**config.mk**
```make
export PLATFORM = sky130hd
export DESIGN_NAME = pin_event_detector
export DESIGN_NICKNAME = d
export VERILOG_FILES = /design/src/rtl/pin_evt_pkg.sv /design/src/rtl/pin_sync.sv /design/src/rtl/pin_event_cell.sv /design/src/rtl/pin_irq_merge.sv /design/src/rtl/pin_event_detector.sv
export SDC_FILE = /design/constraint.sdc
export NUM_CORES = 1
export LEC_CHECK = 0
export BUFFER_PORTS_ARGS = -buffer_cell sky130_fd_sc_hd__buf_4
export CAP_MARGIN = 5
export CORE_AREA = 2 2 126 128
export CTS_BUF_LIST = sky130_fd_sc_hd__clkbuf_16
export DETAILED_ROUTE_END_ITERATION = 10
export DIE_AREA = 0 0 128 130
export PLACE_DENSITY = 0.86
export SYNTH_ARGS = -nofsm -noshare
export SYNTH_HDL_FRONTEND = slang
export SYNTH_SLANG_ARGS = --single-unit
```
**constraint.sdc**
```tcl
create_clock -name clk -period 3.2 [get_ports clk]
set_input_delay 0.64 -clock clk [delete_from_list [all_inputs] [get_ports clk]]
set_output_delay 0.64 -clock clk [all_outputs]
set_load 0.1 [all_outputs]
```
**src/rtl/pin_evt_pkg.sv**
```systemverilog
package pin_evt_pkg;

   localparam int TRIG_W = 4;

   // trigger code points; the numeric values are part of the interface
   localparam logic [TRIG_W-1:0] TC_OFF       = 4'd0;
   localparam logic [TRIG_W-1:0] TC_DMA_RISE  = 4'd1;
   localparam logic [TRIG_W-1:0] TC_DMA_FALL  = 4'd2;
   localparam logic [TRIG_W-1:0] TC_DMA_ANY   = 4'd3;
   localparam logic [TRIG_W-1:0] TC_FLG_RISE  = 4'd5;
   localparam logic [TRIG_W-1:0] TC_FLG_FALL  = 4'd6;
   localparam logic [TRIG_W-1:0] TC_FLG_ANY   = 4'd7;
   localparam logic [TRIG_W-1:0] TC_IRQ_LOW   = 4'd8;
   localparam logic [TRIG_W-1:0] TC_IRQ_RISE  = 4'd9;
   localparam logic [TRIG_W-1:0] TC_IRQ_FALL  = 4'd10;
   localparam logic [TRIG_W-1:0] TC_IRQ_ANY   = 4'd11;
   localparam logic [TRIG_W-1:0] TC_IRQ_HIGH  = 4'd12;
   localparam logic [TRIG_W-1:0] TC_TRG_HIGH  = 4'd13;
   localparam logic [TRIG_W-1:0] TC_TRG_LOW   = 4'd14;

   typedef struct packed {
      logic on_rise;
      logic on_fall;
      logic on_low;
      logic on_high;
      logic to_dma;
      logic to_irq;
      logic trg_en;
      logic trg_inv;
   } trig_dec_t;

   function automatic trig_dec_t trig_decode(input logic [TRIG_W-1:0] code);
      trig_dec_t d;
      d = '0;
      case (code)
         TC_DMA_RISE: begin d.on_rise = 1'b1; d.to_dma = 1'b1; end
         TC_DMA_FALL: begin d.on_fall = 1'b1; d.to_dma = 1'b1; end
         TC_DMA_ANY:  begin d.on_rise = 1'b1; d.on_fall = 1'b1; d.to_dma = 1'b1; end
         TC_FLG_RISE: d.on_rise = 1'b1;
         TC_FLG_FALL: d.on_fall = 1'b1;
         TC_FLG_ANY:  begin d.on_rise = 1'b1; d.on_fall = 1'b1; end
         TC_IRQ_LOW:  begin d.on_low  = 1'b1; d.to_irq = 1'b1; end
         TC_IRQ_RISE: begin d.on_rise = 1'b1; d.to_irq = 1'b1; end
         TC_IRQ_FALL: begin d.on_fall = 1'b1; d.to_irq = 1'b1; end
         TC_IRQ_ANY:  begin d.on_rise = 1'b1; d.on_fall = 1'b1; d.to_irq = 1'b1; end
         TC_IRQ_HIGH: begin d.on_high = 1'b1; d.to_irq = 1'b1; end
         TC_TRG_HIGH: d.trg_en = 1'b1;
         TC_TRG_LOW:  begin d.trg_en = 1'b1; d.trg_inv = 1'b1; end
         default:     d = '0;
      endcase
      return d;
   endfunction

endpackage

```
**src/rtl/pin_sync.sv**
```systemverilog
module pin_sync #(
   parameter int WIDTH  = 32,
   parameter int STAGES = 2
) (
   input  logic             clk,
   input  logic             rst_n,
   input  logic [WIDTH-1:0] async_i,
   output logic [WIDTH-1:0] sync_o
);

   localparam int LAST = STAGES - 1;

   generate
      if (STAGES < 1) begin : g_bad
         $error("pin_sync: STAGES must be at least 1");
      end
   endgenerate

   logic [STAGES-1:0][WIDTH-1:0] chain_q;

   generate
      for (genvar s = 0; s < STAGES; s++) begin : g_stage
         if (s == 0) begin : g_first
            always_ff @(posedge clk or negedge rst_n) begin
               if (!rst_n) chain_q[s] <= '0;
               else        chain_q[s] <= async_i;
            end
         end else begin : g_next
            always_ff @(posedge clk or negedge rst_n) begin
               if (!rst_n) chain_q[s] <= '0;
               else        chain_q[s] <= chain_q[s-1];
            end
         end
      end
   endgenerate

   assign sync_o = chain_q[LAST];

endmodule

```
**src/rtl/pin_event_cell.sv**
```systemverilog
module pin_event_cell
   import pin_evt_pkg::*;
(
   input  logic              clk,
   input  logic              rst_n,
   input  logic              smp_i,
   input  logic [TRIG_W-1:0] code_i,
   input  logic              wr_clr_i,
   input  logic              dma_done_i,
   output logic              flag_o,
   output logic              dma_req_o,
   output logic              irq_src_o,
   output logic              trg_o
);

   trig_dec_t dec;
   logic      prev_q;
   logic      flag_q;
   logic      flag_d;
   logic      rise;
   logic      fall;
   logic      hit;
   logic      clr;

   always_comb begin
      dec    = trig_decode(code_i);
      rise   = smp_i & ~prev_q;
      fall   = ~smp_i & prev_q;
      hit    = (dec.on_rise & rise) | (dec.on_fall & fall)
             | (dec.on_low & ~smp_i) | (dec.on_high & smp_i);
      clr    = wr_clr_i | (dma_done_i & dec.to_dma);
      // a new event outranks a clear in the same cycle
      flag_d = hit | (flag_q & ~clr);
   end

   always_ff @(posedge clk or negedge rst_n) begin
      if (!rst_n) begin
         prev_q <= 1'b0;
         flag_q <= 1'b0;
      end else begin
         prev_q <= smp_i;
         flag_q <= flag_d;
      end
   end

   assign flag_o    = flag_q;
   assign dma_req_o = flag_q & dec.to_dma;
   assign irq_src_o = flag_q & dec.to_irq;
   assign trg_o     = dec.trg_en & (smp_i ^ dec.trg_inv);


   level_hold_chk: assert property (@(posedge clk) disable iff (!rst_n)
      ($past(rst_n) && ($past(dec.on_high & smp_i) || $past(dec.on_low & ~smp_i))) |-> flag_q);


   silent_code_chk: assert property (@(posedge clk) disable iff (!rst_n)
      $rose(flag_q) |-> $past(dec.on_rise | dec.on_fall | dec.on_low | dec.on_high));


   wr_clear_chk: assert property (@(posedge clk) disable iff (!rst_n)
      (wr_clr_i && !dec.on_low && !dec.on_high && (smp_i == prev_q)) |=> !flag_q);

endmodule

```
**src/rtl/pin_irq_merge.sv**
```systemverilog
module pin_irq_merge #(
   parameter int NUM = 32
) (
   input  logic [NUM-1:0] src_i,
   output logic           irq_o
);

   assign irq_o = |src_i;

endmodule

```
**src/rtl/pin_event_detector.sv**
```systemverilog
module pin_event_detector
   import pin_evt_pkg::*;
#(
   parameter int NUM_PINS    = 32,
   parameter int CODE_W      = 4,
   parameter int SYNC_STAGES = 2
) (
   input  logic                       clk,
   input  logic                       rst_n,
   input  logic [NUM_PINS-1:0]        pin_i,
   input  logic [CODE_W*NUM_PINS-1:0] trig_cfg_i,
   input  logic                       stat_wr_i,
   input  logic [NUM_PINS-1:0]        stat_wdata_i,
   input  logic [NUM_PINS-1:0]        dma_done_i,
   output logic [NUM_PINS-1:0]        stat_o,
   output logic                       irq_o,
   output logic [NUM_PINS-1:0]        dma_req_o,
   output logic [NUM_PINS-1:0]        trig_out_o
);

   generate
      if (CODE_W != TRIG_W) begin : g_bad_code
         $error("pin_event_detector: CODE_W must equal the package code width");
      end
      if (NUM_PINS < 1 || NUM_PINS > 32) begin : g_bad_pins
         $error("pin_event_detector: NUM_PINS must lie in 1..32");
      end
      if (SYNC_STAGES < 2) begin : g_bad_sync
         $error("pin_event_detector: SYNC_STAGES must be at least 2");
      end
   endgenerate

   logic [NUM_PINS-1:0] smp;
   logic [NUM_PINS-1:0] irq_src;

   pin_sync #(
      .WIDTH  (NUM_PINS),
      .STAGES (SYNC_STAGES)
   ) i_sync (
      .clk     (clk),
      .rst_n   (rst_n),
      .async_i (pin_i),
      .sync_o  (smp)
   );

   generate
      for (genvar n = 0; n < NUM_PINS; n++) begin : g_pin
         pin_event_cell i_cell (
            .clk        (clk),
            .rst_n      (rst_n),
            .smp_i      (smp[n]),
            .code_i     (trig_cfg_i[n*CODE_W +: CODE_W]),
            .wr_clr_i   (stat_wr_i & stat_wdata_i[n]),
            .dma_done_i (dma_done_i[n]),
            .flag_o     (stat_o[n]),
            .dma_req_o  (dma_req_o[n]),
            .irq_src_o  (irq_src[n]),
            .trg_o      (trig_out_o[n])
         );
      end
   endgenerate

   pin_irq_merge #(
      .NUM (NUM_PINS)
   ) i_merge (
      .src_i (irq_src),
      .irq_o (irq_o)
   );


   irq_flag_chk: assert property (@(posedge clk) disable iff (!rst_n)
      irq_o |-> (stat_o != '0));


   dma_flag_chk: assert property (@(posedge clk) disable iff (!rst_n)
      ((dma_req_o & ~stat_o) == '0));

endmodule

```
Word-level counts from Yosys, hierarchy flattened

Cells that the tools add are included.

Flip-flop bits (word level): 128
Input port bits: 227
Output and inout bits: 97
Logic and storage cells: 1571

Equal/unequal tests: 416
Muxes and demuxes: 256
Bitwise gates (word level): 672
Reductions and logical operators: 161

Operators by type and width:

| cell                 | number |
|---|---|
| $eq A4 B4 Y1 const B | 224 |
| $and A1 B1 Y1        | 384 |
| $eq A4 B3 Y1 const B | 96 |
| $reduce_or A6 Y1     | 64 |
| $eq A4 B2 Y1 const B | 64 |
| $mux W1              | 256 |
| $or A1 B1 Y1         | 160 |
| $reduce_or A5 Y1     | 32 |
| $eq A4 B1 Y1 const B | 32 |
| $not A1 Y1           | 96 |
| $reduce_or A3 Y1     | 32 |
| $reduce_or A2 Y1     | 32 |
| $reduce_or A32 Y1    | 1 |
| $xor A1 B1 Y1        | 32 |

Logic depth before layout (Yosys ltp)

Gate-level depths: netlist of the first run.

Depth after elaboration: 8
Gate-level depth with buffers: 5
Mapped depth without buffers: 4

By module

A second synthesis of the first run with hierarchy kept.

Cells, all modules: 718
Area total of the unflattened synthesis: 7216.9 um2

By module, submodules not included:

| module             | instances | cells an instance | area each (um2) | seq. area each (um2) |
|---|---|---|---|---|
| pin_event_cell     | 32        | 18                | 157.7           | 50.0 |
| pin_sync           | 1         | 96                | 1841.8          | 1601.5 |
| pin_event_detector | 1         | 35                | 255.2           | 0.0 |
| pin_irq_merge      | 1         | 11                | 75.1            | 0.0 |

Worst setup path after synthesis of the first run

OpenSTA, ideal clock, no wires.

Path type: in2out
From: input trig_cfg_i[59]
To: output irq_o
Arrival time: 2.401 ns
Data required time: 2.560 ns
Slack: 0.159 ns
Stages on the path: 4
Path buffers: 0
Path through: and2_1 > a32o_1 > or4_1 > or4_1

Word-level cells in the longest chain between the ends: 5
Elaborated cells between the ends (all ways): 9
Those cells by class: 5 x eq/ne; 1 x mux; 1 x bitwise; 2 x reduce/logical

Ends and longest elaborated chain:

| what                         | RTL line                 | source |
|---|---|---|
| from (decl)                  | pin_event_detector.sv:11 | `input logic [CODE_W*NUM_PINS-1:0] trig_cfg_i,` |
| $eq A4 B4 Y1                 | pin_evt_pkg.sv:35        | `case (code)` |
| $reduce_or A5 Y1 (no line) * | -                        |  |
| $mux W1 *                    | pin_evt_pkg.sv:35        |  |
| $and A1 B1 Y1 *              | pin_event_cell.sv:48     | `assign irq_src_o = flag_q & dec.to_irq;` |
| $reduce_or A32 Y1 *          | pin_irq_merge.sv:8       | `assign irq_o = \|src_i;` |
| to (decl)                    | pin_event_detector.sv:16 | `output logic irq_o,` |

Mark *: on every way between the ends. The rest lies on a longest branch, timed or not.

Worst setup path after layout of the first run

From: register g_pin[14].i_cell.flag_q
To: output irq_o

Word-level cells in the longest chain between the ends: 2

Ends and longest elaborated chain:

| what                   | RTL line             | source |
|---|---|---|
| from (decl)            | pin_event_cell.sv:18 | `logic flag_q;` |
| from (signal assigned) | pin_event_cell.sv:42 | `flag_q <= flag_d;` |
| $and A1 B1 Y1          | pin_event_cell.sv:48 |  |
| $reduce_or A32 Y1      | pin_irq_merge.sv:8   |  |

No other way between the ends.

==> results.sh, run 1 <==
export IMPL_initial_utilization=0.4749
export IMPL_pwr_density_cell_mw_per_mm2=557.3
export IMPL_synth_main_ff_cell="sky130_fd_sc_hd__dfrtp_1"
export IMPL_antenna_cells_inserted=0
export IMPL_layout_cell_area_non_filler_mm2=0.009910
export IMPL_rsz0062_at_grt="false"
export IMPL_worst_slew_pin_transition_ps=487.3
export IMPL_seq_area_frac_synth=0.4372
export IMPL_drt_first_iter_violations=257
export IMPL_net_switching_power_mw=2.013
export IMPL_area_delta_synth_final_pct=35.27
export IMPL_syn_inst=807
export IMPL_grt_pass1_wl_um=30590
export IMPL_htree_levels=4
export IMPL_cts_root_buffer="sky130_fd_sc_hd__clkbuf_16"
export IMPL_maxSlewHeadroom=0.6752
export IMPL_fillers=1302
export IMPL_post_synth_xor_area_fraction=0.03826
export IMPL_grt_util_met1=0.2749
export IMPL_synth_mux_area_frac=0.001537
export IMPL_die_w_um=128
export IMPL_portBuffers=323
export IMPL_worst_setup_path_startpoint="g_pin[14].i_cell.flag_o"
export IMPL_worstSetupStartpointType="flop"
export IMPL_clock_buffers_created_by_tritoncts=17
export IMPL_worst_skew_pair_late_latency_ps=410
export IMPL_maxClockFrequency_mhz=320.8
export IMPL_wirelength_um=20070
export IMPL_cts_reportedPaths_clkPinSlew_ps=60
export IMPL_avgSynthCellArea_um2=9.078
export IMPL_rr_endpoint="g_pin[0].i_cell.flag_o"
export IMPL_drt_pass1_iter_count=5
export IMPL_switching_share=0.3645
export IMPL_post_dp_hpwl_um=15710
export IMPL_post_synth_top_area_cell="sky130_fd_sc_hd__dfrtp_1"
export IMPL_min_path_type="primary input to async pin"
export IMPL_routedWlPerCell_um=15.96
export IMPL_count_of_antenna_violating_nets_left_after_detailed_routing=0
export IMPL_timing_final_hold_violations=0
export IMPL_synth_cell_type_count=28
export IMPL_synth_async_sr_flop_share=1.000
export IMPL_first_global_vias=6399
export IMPL_die_area_mm2=0.01664
export IMPL_drc_violations_left=0
export IMPL_vias=6729
export IMPL_num_rows=46
export IMPL_detailed_place_area_mm2=0.009290
export IMPL_place_gp_congestion=0.8809
export IMPL_p_clk_frac=0.350
export IMPL_critPathRequiredTime_ps=2560
export IMPL_arrival_time_at_the_worst_endpoint_ps=2480
export IMPL_antenna_found_initial=0
export IMPL_i_o_pin_total=324
export IMPL_global_route_usage_met2=0.4008
export IMPL_synth_edf_count=0
export IMPL_fp_dieH_um=130
export IMPL_yosys_top_cells_count="sky130_fd_sc_hd__dfrtp_1 (128), sky130_fd_sc_hd__nand2_1 (112), sky130_fd_sc_hd__buf_4 (96), sky130_fd_sc_hd__nand3b_1 (60), sky130_fd_sc_hd__o21ai_0 (54)"
export IMPL_route_detailed_vias_per_inst=5.353
export IMPL_total_power_mw=5.523
export IMPL_core_area_mm2=0.01542
export IMPL_synthesis_nets=1034
export IMPL_part_of_the_total_power_dissipated_in_sequential_elements=0.340
export IMPL_status="finished clean"
export IMPL_final_setup_skew_ps=4.604
export IMPL_fin_crit_sh=0.9742
export IMPL_post_synthesis_share_of_cell_area_spent_on_and_or_nand_and_nor_gates=0.2765
export IMPL_cap_violations=0
export IMPL_synth_most_common_cell="sky130_fd_sc_hd__dfrtp_1"
export IMPL_static_leakage_power_nw=4.677
export IMPL_synth_compound_gate_area_share=0.1383
export IMPL_p_comb_frac=0.310
export IMPL_grt_util_all_layers=0.2353
export IMPL_globalRoute_busiestLayer="met2"
export IMPL_use_met3=0.07257
export IMPL_critPathCapture="irq_o"
export IMPL_r2r_setup_slack_ps=2040
export IMPL_worst_setup_path_end_kind="output pin"
export IMPL_vdd_ir_drop_worst_mv=0.4812
export IMPL_fin_util=0.6424
export IMPL_synth_top_area_frac=0.4372
export IMPL_ys_warn_count=0
export IMPL_intPower_mw=3.510
export IMPL_grt_overflow_total=0
export IMPL_netlist_area_mm2=0.007326
export IMPL_period_minus_slack_ps=3117
export IMPL_worst_r2r_path_depth=3
export IMPL_cts_num_sinks=128
export IMPL_tns_ps=0
export IMPL_cp_max_fo=2
export IMPL_clock_tree_from_tritoncts="built"
export IMPL_postSynthRegisterBits=128
export IMPL_grt_start_max_net_pins=57
export IMPL_setup_viol=0
export IMPL_post_synth_fa_ha_maj_area_fraction=0
export IMPL_critical_path_class="flop to output pin"
export IMPL_final_max_slew_viol_count=0
export IMPL_rr_startpoint="i_sync.sync_o[0]"
export IMPL_cts_hold_repair_buffers=0
export IMPL_drive_gt1_frac=0.3662
export IMPL_cts_buffer_depth=2
export IMPL_final_nets=1280
export IMPL_synth_area_leaders="sky130_fd_sc_hd__dfrtp_1 (44%), sky130_fd_sc_hd__buf_4 (9.8%), sky130_fd_sc_hd__nand3b_1 (6.1%)"
export IMPL_synth_top_family_by_area="simple AND/OR/NAND/NOR gates"
==> power by group through the flow <==
stage	logic (mW)	clock network, mW	registers (mW)
4_1_cts	1.71	1.97	1.88
2_1_floorplan	1.30	0	1.86
6_report	1.71	1.93	1.88
5_1_grt	1.81	2.04	1.89
3_5_place_dp	1.71	0	1.90
3_3_place_gp	1.69	0	1.90
==> registers in the layout (all words and copies together), names as in the netlist <==
name and cells:
g_pin.i_cell.prev_q 32, i_sync.chain_q 32, g_pin.i_cell.flag_o 32, i_sync.sync_o 32
==> cells in the final DEF, fill, tap and decap left out, drive strengths merged, types with 2 or more instances in the layout <==
master and n:
bufinv 3, a21oi 48, nand3 32, inv 18
or3b 30, and3 16, o21ai 62, nor2 35
o22ai 2, buf 326, dfrtp 128, a211o 15
a32oi 12, clkinvlp 3, nand2 112, and2 47
a32o 4, nor3 32, nand4 3, nand3b 60
clkinv 6, xnor2 32, clkbuf 17, or4 2
a221o 16
==> kinds of logic (layout without fill, tap and decap cells) <==
kind of cell,after synthesis,after routing
compound gates,160,160
flops,128,128
simple gates,371,371
xor+xnor,32,32
buf+inv,115,373
mux,1,1
==> final cells by class <==
class | count | area (um2) | area share
Sequential cell | 128 | 3203 | 0.3232
Multi-Input combinational cell | 564 | 3338 | 0.3369
Timing Repair Buffer | 326 | 2476 | 0.2499
Tap cell | 192 | 240.2 | 0.02424
Inverter | 16 | 60.06 | 0.006061
Clock inverter | 14 | 166.4 | 0.01679
Clock buffer | 17 | 425.4 | 0.04293
==> repair_timing <==
| action | CTS | global route |
|---|---|---|
| gates resized for setup | 1 | 4 |
| endpoints found under the setup margin | 1 | 1 |
| pin swaps | 0 | 0 |
| buffers inserted | 0 | 1 |
| gates cloned | 0 | 0 |
==> worst max-delay path: stages, from the launching register on <==
cell,delay (ps)
sky130_fd_sc_hd__dfrtp_1,370
sky130_fd_sc_hd__and2_1,150
sky130_fd_sc_hd__a32o_1,220
sky130_fd_sc_hd__or4_4,550
sky130_fd_sc_hd__or4_4,580
sky130_fd_sc_hd__buf_12,190
==> stage by stage <==
| step | worst slack, ps | instances | hold WS, ps |
|---|---|---|---|
| 6_report | 82.54 | 1257 | 167.9 |
| 5_1_grt | 27.85 | 1257 | 194.0 |
| 4_1_cts | 8.542 | 1256 | 178.2 |
| 3_5_place_dp | 85.08 | 1225 | 334.7 |
| 3_3_place_gp | 102.6 | 1225 | 331.5 |
| 2_1_floorplan | 159.1 | 807 | 331.2 |
==> worst min path at each step <==
stage | from | end | slack [ps] | depth (start not counted)
2_1_floorplan | i_sync.chain_q[0] | i_sync.sync_o[0] | 330 | 0
3_3_place_gp | i_sync.chain_q[16] | i_sync.sync_o[16] | 330 | 0
3_5_place_dp | i_sync.chain_q[12] | i_sync.sync_o[12] | 330 | 0
4_1_cts | rst_n | g_pin[31].i_cell.prev_q | 180 | 1
5_1_grt | rst_n | g_pin[31].i_cell.prev_q | 190 | 1
6_report | rst_n | i_sync.sync_o[31] | 170 | 1
==> per-layer routing <==
metal / part of all wire / up-vias / routed length, um
met1: 0.40 / 3195 / 8037
li1: - / 3268 / -
met2: 0.50 / 219 / 10010
met3: 0.066 / 47 / 1321
met4: 0.035 / 0 / 696
met5: 0 / - / 0
(Power assumes the default switching activity.)
==> run 2: changes to the inputs <==
--- a/config.mk
+++ b/config.mk
@@ -7,11 +7,12 @@
 export LEC_CHECK = 0
 export BUFFER_PORTS_ARGS = -buffer_cell sky130_fd_sc_hd__buf_4
 export CAP_MARGIN = 5
-export CORE_AREA = 2 2 126 128
+export CORE_AREA = 2 2 125 127
 export CTS_BUF_LIST = sky130_fd_sc_hd__clkbuf_16
 export DETAILED_ROUTE_END_ITERATION = 10
-export DIE_AREA = 0 0 128 130
+export DIE_AREA = 0 0 127 129
 export PLACE_DENSITY = 0.86
 export SYNTH_ARGS = -nofsm -noshare
 export SYNTH_HDL_FRONTEND = slang
+export SYNTH_HIERARCHICAL = 1
 export SYNTH_SLANG_ARGS = --single-unit
==> constraint.sdc (replaced) <==
create_clock -name clk -period 3.2 [get_ports clk]
set_input_delay 0.64 -clock clk [delete_from_list [all_inputs] [get_ports clk]]
set_output_delay 0.64 -clock clk [all_outputs]
set_load 0.02 [all_outputs]
==> results.sh, run 2 <==
export IMPL_cts_hold_repair_buffers=0
export IMPL_portBuffers=323
export IMPL_tns_ps=0
export IMPL_htree_levels=4
export IMPL_period_minus_slack_ps=2854
export IMPL_avgSynthCellArea_um2=10.05
export IMPL_maxClockFrequency_mhz=350.4
export IMPL_postSynthRegisterBits=128
export IMPL_arrival_time_at_the_worst_endpoint_ps=2210
export IMPL_final_nets=1258
export IMPL_worst_r2r_path_depth=3
export IMPL_yosys_top_cells_count="sky130_fd_sc_hd__dfrtp_1 (128), sky130_fd_sc_hd__nand2_1 (64), sky130_fd_sc_hd__nand3b_1 (64), sky130_fd_sc_hd__o21ai_0 (64)"
export IMPL_antenna_found_initial=0
export IMPL_intPower_mw=3.417
export IMPL_static_leakage_power_nw=4.925
export IMPL_worst_hold_slack_ps=158.8
export IMPL_rr_startpoint="i_sync/sync_o[27]"
export IMPL_vias=6893
export IMPL_antenna_cells_inserted=0
export IMPL_first_global_vias=6623
export IMPL_drc_violations_left=0
export IMPL_timing_final_hold_violations=0
export IMPL_final_setup_skew_ps=7.182
export IMPL_cts_repair_resize_count=0
export IMPL_num_rows=45
export IMPL_post_synth_top_area_cell="sky130_fd_sc_hd__dfrtp_1"
export IMPL_grt_overflow_total=0
export IMPL_i_o_pin_total=324
export IMPL_cp_max_fo=7
export IMPL_pwr_density_cell_mw_per_mm2=459.4
export IMPL_worst_setup_path_end_kind="output pin"
export IMPL_rr_endpoint="g_pin[27].i_cell/flag_o"
export IMPL_critPathRequiredTime_ps=2560
export IMPL_layout_cells_most_common_list="sky130_fd_sc_hd__buf_4 (328), sky130_fd_sc_hd__dfrtp_1 (128), sky130_fd_sc_hd__nand2_1 (64), sky130_fd_sc_hd__nand3b_1 (64), sky130_fd_sc_hd__o21ai_0 (64)"
export IMPL_timing_critical_path_slowest_cell_delay_ps=460
export IMPL_min_path_type="primary input to async pin"
export IMPL_route_detailed_vias_per_inst=5.604
export IMPL_critical_path_class="primary input to output pin"
export IMPL_synth_most_common_cell="sky130_fd_sc_hd__dfrtp_1"
export IMPL_seq_area_frac_synth=0.4438
export IMPL_clock_buffers_created_by_tritoncts=17
export IMPL_part_of_the_total_power_dissipated_in_sequential_elements=0.400
export IMPL_place_gp_congestion=0.8316
export IMPL_synth_top_area_frac=0.4438
export IMPL_vdd_ir_drop_worst_mv=0.3262
export IMPL_post_dp_hpwl_um=15940
export IMPL_synth_cell_type_count=21
export IMPL_synth_async_sr_flop_share=1.000
export IMPL_net_switching_power_mw=1.270
export IMPL_total_power_mw=4.687
export IMPL_rsz0062_at_grt="false"
export IMPL_grt_start_max_net_pins=57
export IMPL_synth_main_ff_cell="sky130_fd_sc_hd__dfrtp_1"
export IMPL_cts_num_sinks=128
export IMPL_area_delta_synth_final_pct=41.37
export IMPL_detailedPlace_worstSlack_ps=276.8
export IMPL_final_max_slew_viol_count=0
export IMPL_setup_viol=0
export IMPL_maxSlewHeadroom=0.6433
export IMPL_initial_utilization=0.4819
export IMPL_wirelength_um=20380
export IMPL_drt_first_iter_violations=293
export IMPL_die_w_um=127
export IMPL_grt_pass1_wl_um=31860
export IMPL_netlist_area_mm2=0.007217
export IMPL_r2r_setup_slack_ps=2040
export IMPL_p_clk_frac=0.374
export IMPL_synth_edf_count=0
export IMPL_routedWlPerCell_um=16.57
export IMPL_worst_skew_pair_late_latency_ps=410
export IMPL_drive_gt1_frac=0.3695
export IMPL_synth_area_leaders="sky130_fd_sc_hd__dfrtp_1 (44%), sky130_fd_sc_hd__nand3b_1 (6.7%), sky130_fd_sc_hd__a221o_1 (4.4%)"
export IMPL_switching_share=0.2709
export IMPL_grt_util_all_layers=0.2439
export IMPL_drt_pass1_iter_count=5
export IMPL_cts_reportedPaths_clkPinSlew_ps=50
export IMPL_timing_critical_path_mode_cell="sky130_fd_sc_hd__buf_4"
export IMPL_cts_buffer_depth=2
export IMPL_worst_setup_path_startpoint="trig_cfg_i[104]"
export IMPL_layout_commonest_cell="sky130_fd_sc_hd__buf_4"
export IMPL_worst_slack_ps=346.3
export IMPL_worst_slew_pin_transition_ps=535.0
export IMPL_fp_dieH_um=129
export IMPL_clock_tree_from_tritoncts="built"
export IMPL_cts_root_buffer="sky130_fd_sc_hd__clkbuf_16"
export IMPL_syn_inst=718
export IMPL_postCtsSetupBuffers=0
export IMPL_ys_warn_count=6
export IMPL_p_comb_frac=0.226
export IMPL_count_of_antenna_violating_nets_left_after_detailed_routing=0
export IMPL_fin_crit_sh=0.8918
export IMPL_core_area_mm2=0.01498
export IMPL_crit_path_top_delay_cell="sky130_fd_sc_hd__nor4_1"
export IMPL_critical_path_cell_chain="buf_4, o21ai_0, and3_1, nor4_1, nand4_1, or2_1, buf_4"
export IMPL_cap_violations=0
export IMPL_die_area_mm2=0.01638
export IMPL_worstSetupStartpointType="primary input"
export IMPL_status="finished clean"
export IMPL_synthesis_nets=945
export IMPL_fillers=1216
-- run 2: power by group through the flow --
stage	sequential (mW)	combinational, mW	clock, mW
4_1_cts	1.87	1.07	1.79
3_5_place_dp	1.90	1.06	0
2_1_floorplan	1.93	0.435	0
5_1_grt	1.90	1.15	1.87
3_3_place_gp	1.90	1.05	0
6_report	1.88	1.06	1.75
-- run 2: final cells by class --
| class | instances | area, um2 | area share |
|---|---|---|---|
| Sequential cell | 128 | 3203 | 0.3140 |
| Tap cell | 188 | 235.2 | 0.02306 |
| Timing Repair Buffer | 329 | 2474 | 0.2425 |
| Clock inverter | 13 | 106.4 | 0.01042 |
| Multi-Input combinational cell | 555 | 3759 | 0.3684 |
| Clock buffer | 17 | 425.4 | 0.04170 |
-- run 2: cells by family after synthesis --
family | Yosys count | synth area share
AND/OR/NAND/NOR | 331 | 0.2933
AO/OA/AOI/OAI | 192 | 0.1886
flip-flops | 128 | 0.4438
buffers and inverters | 35 | 0.03537
XOR/XNOR | 32 | 0.03884
-- run 2: worst max path at each step --
stage,to,slack [ps]
final,irq_o,350
after global routing,irq_o,190
after CTS,irq_o,260
after detailed placement,irq_o,280
after global placement,irq_o,330
after floorplan,irq_o,1040
-- run 2: layer usage --
layer	share of wire	vias up	GRT usage
li1	-	3327	-
met1	0.40	3264	0.2940
met2	0.50	271	0.4241
met3	0.078	31	0.06570
met4	0.021	0	0.08533
met5	0	-	0
-- run 2: worst max-delay path, delay by kind of cell --
family | cells | cell delay, ps
simple gates | 4 | 1210
buf+inv | 2 | 280
compound gates | 1 | 80
-- run 2: per-stage QoR --
stage               cells  cell area [um2]  utilization
floorplan             718             7217            -
finish               1230            10200       0.6812
CTS                  1230            10200       0.6812
detailed placement   1200             9671       0.6457
global route         1230            10200       0.6812
global placement     1200             9671       0.6457
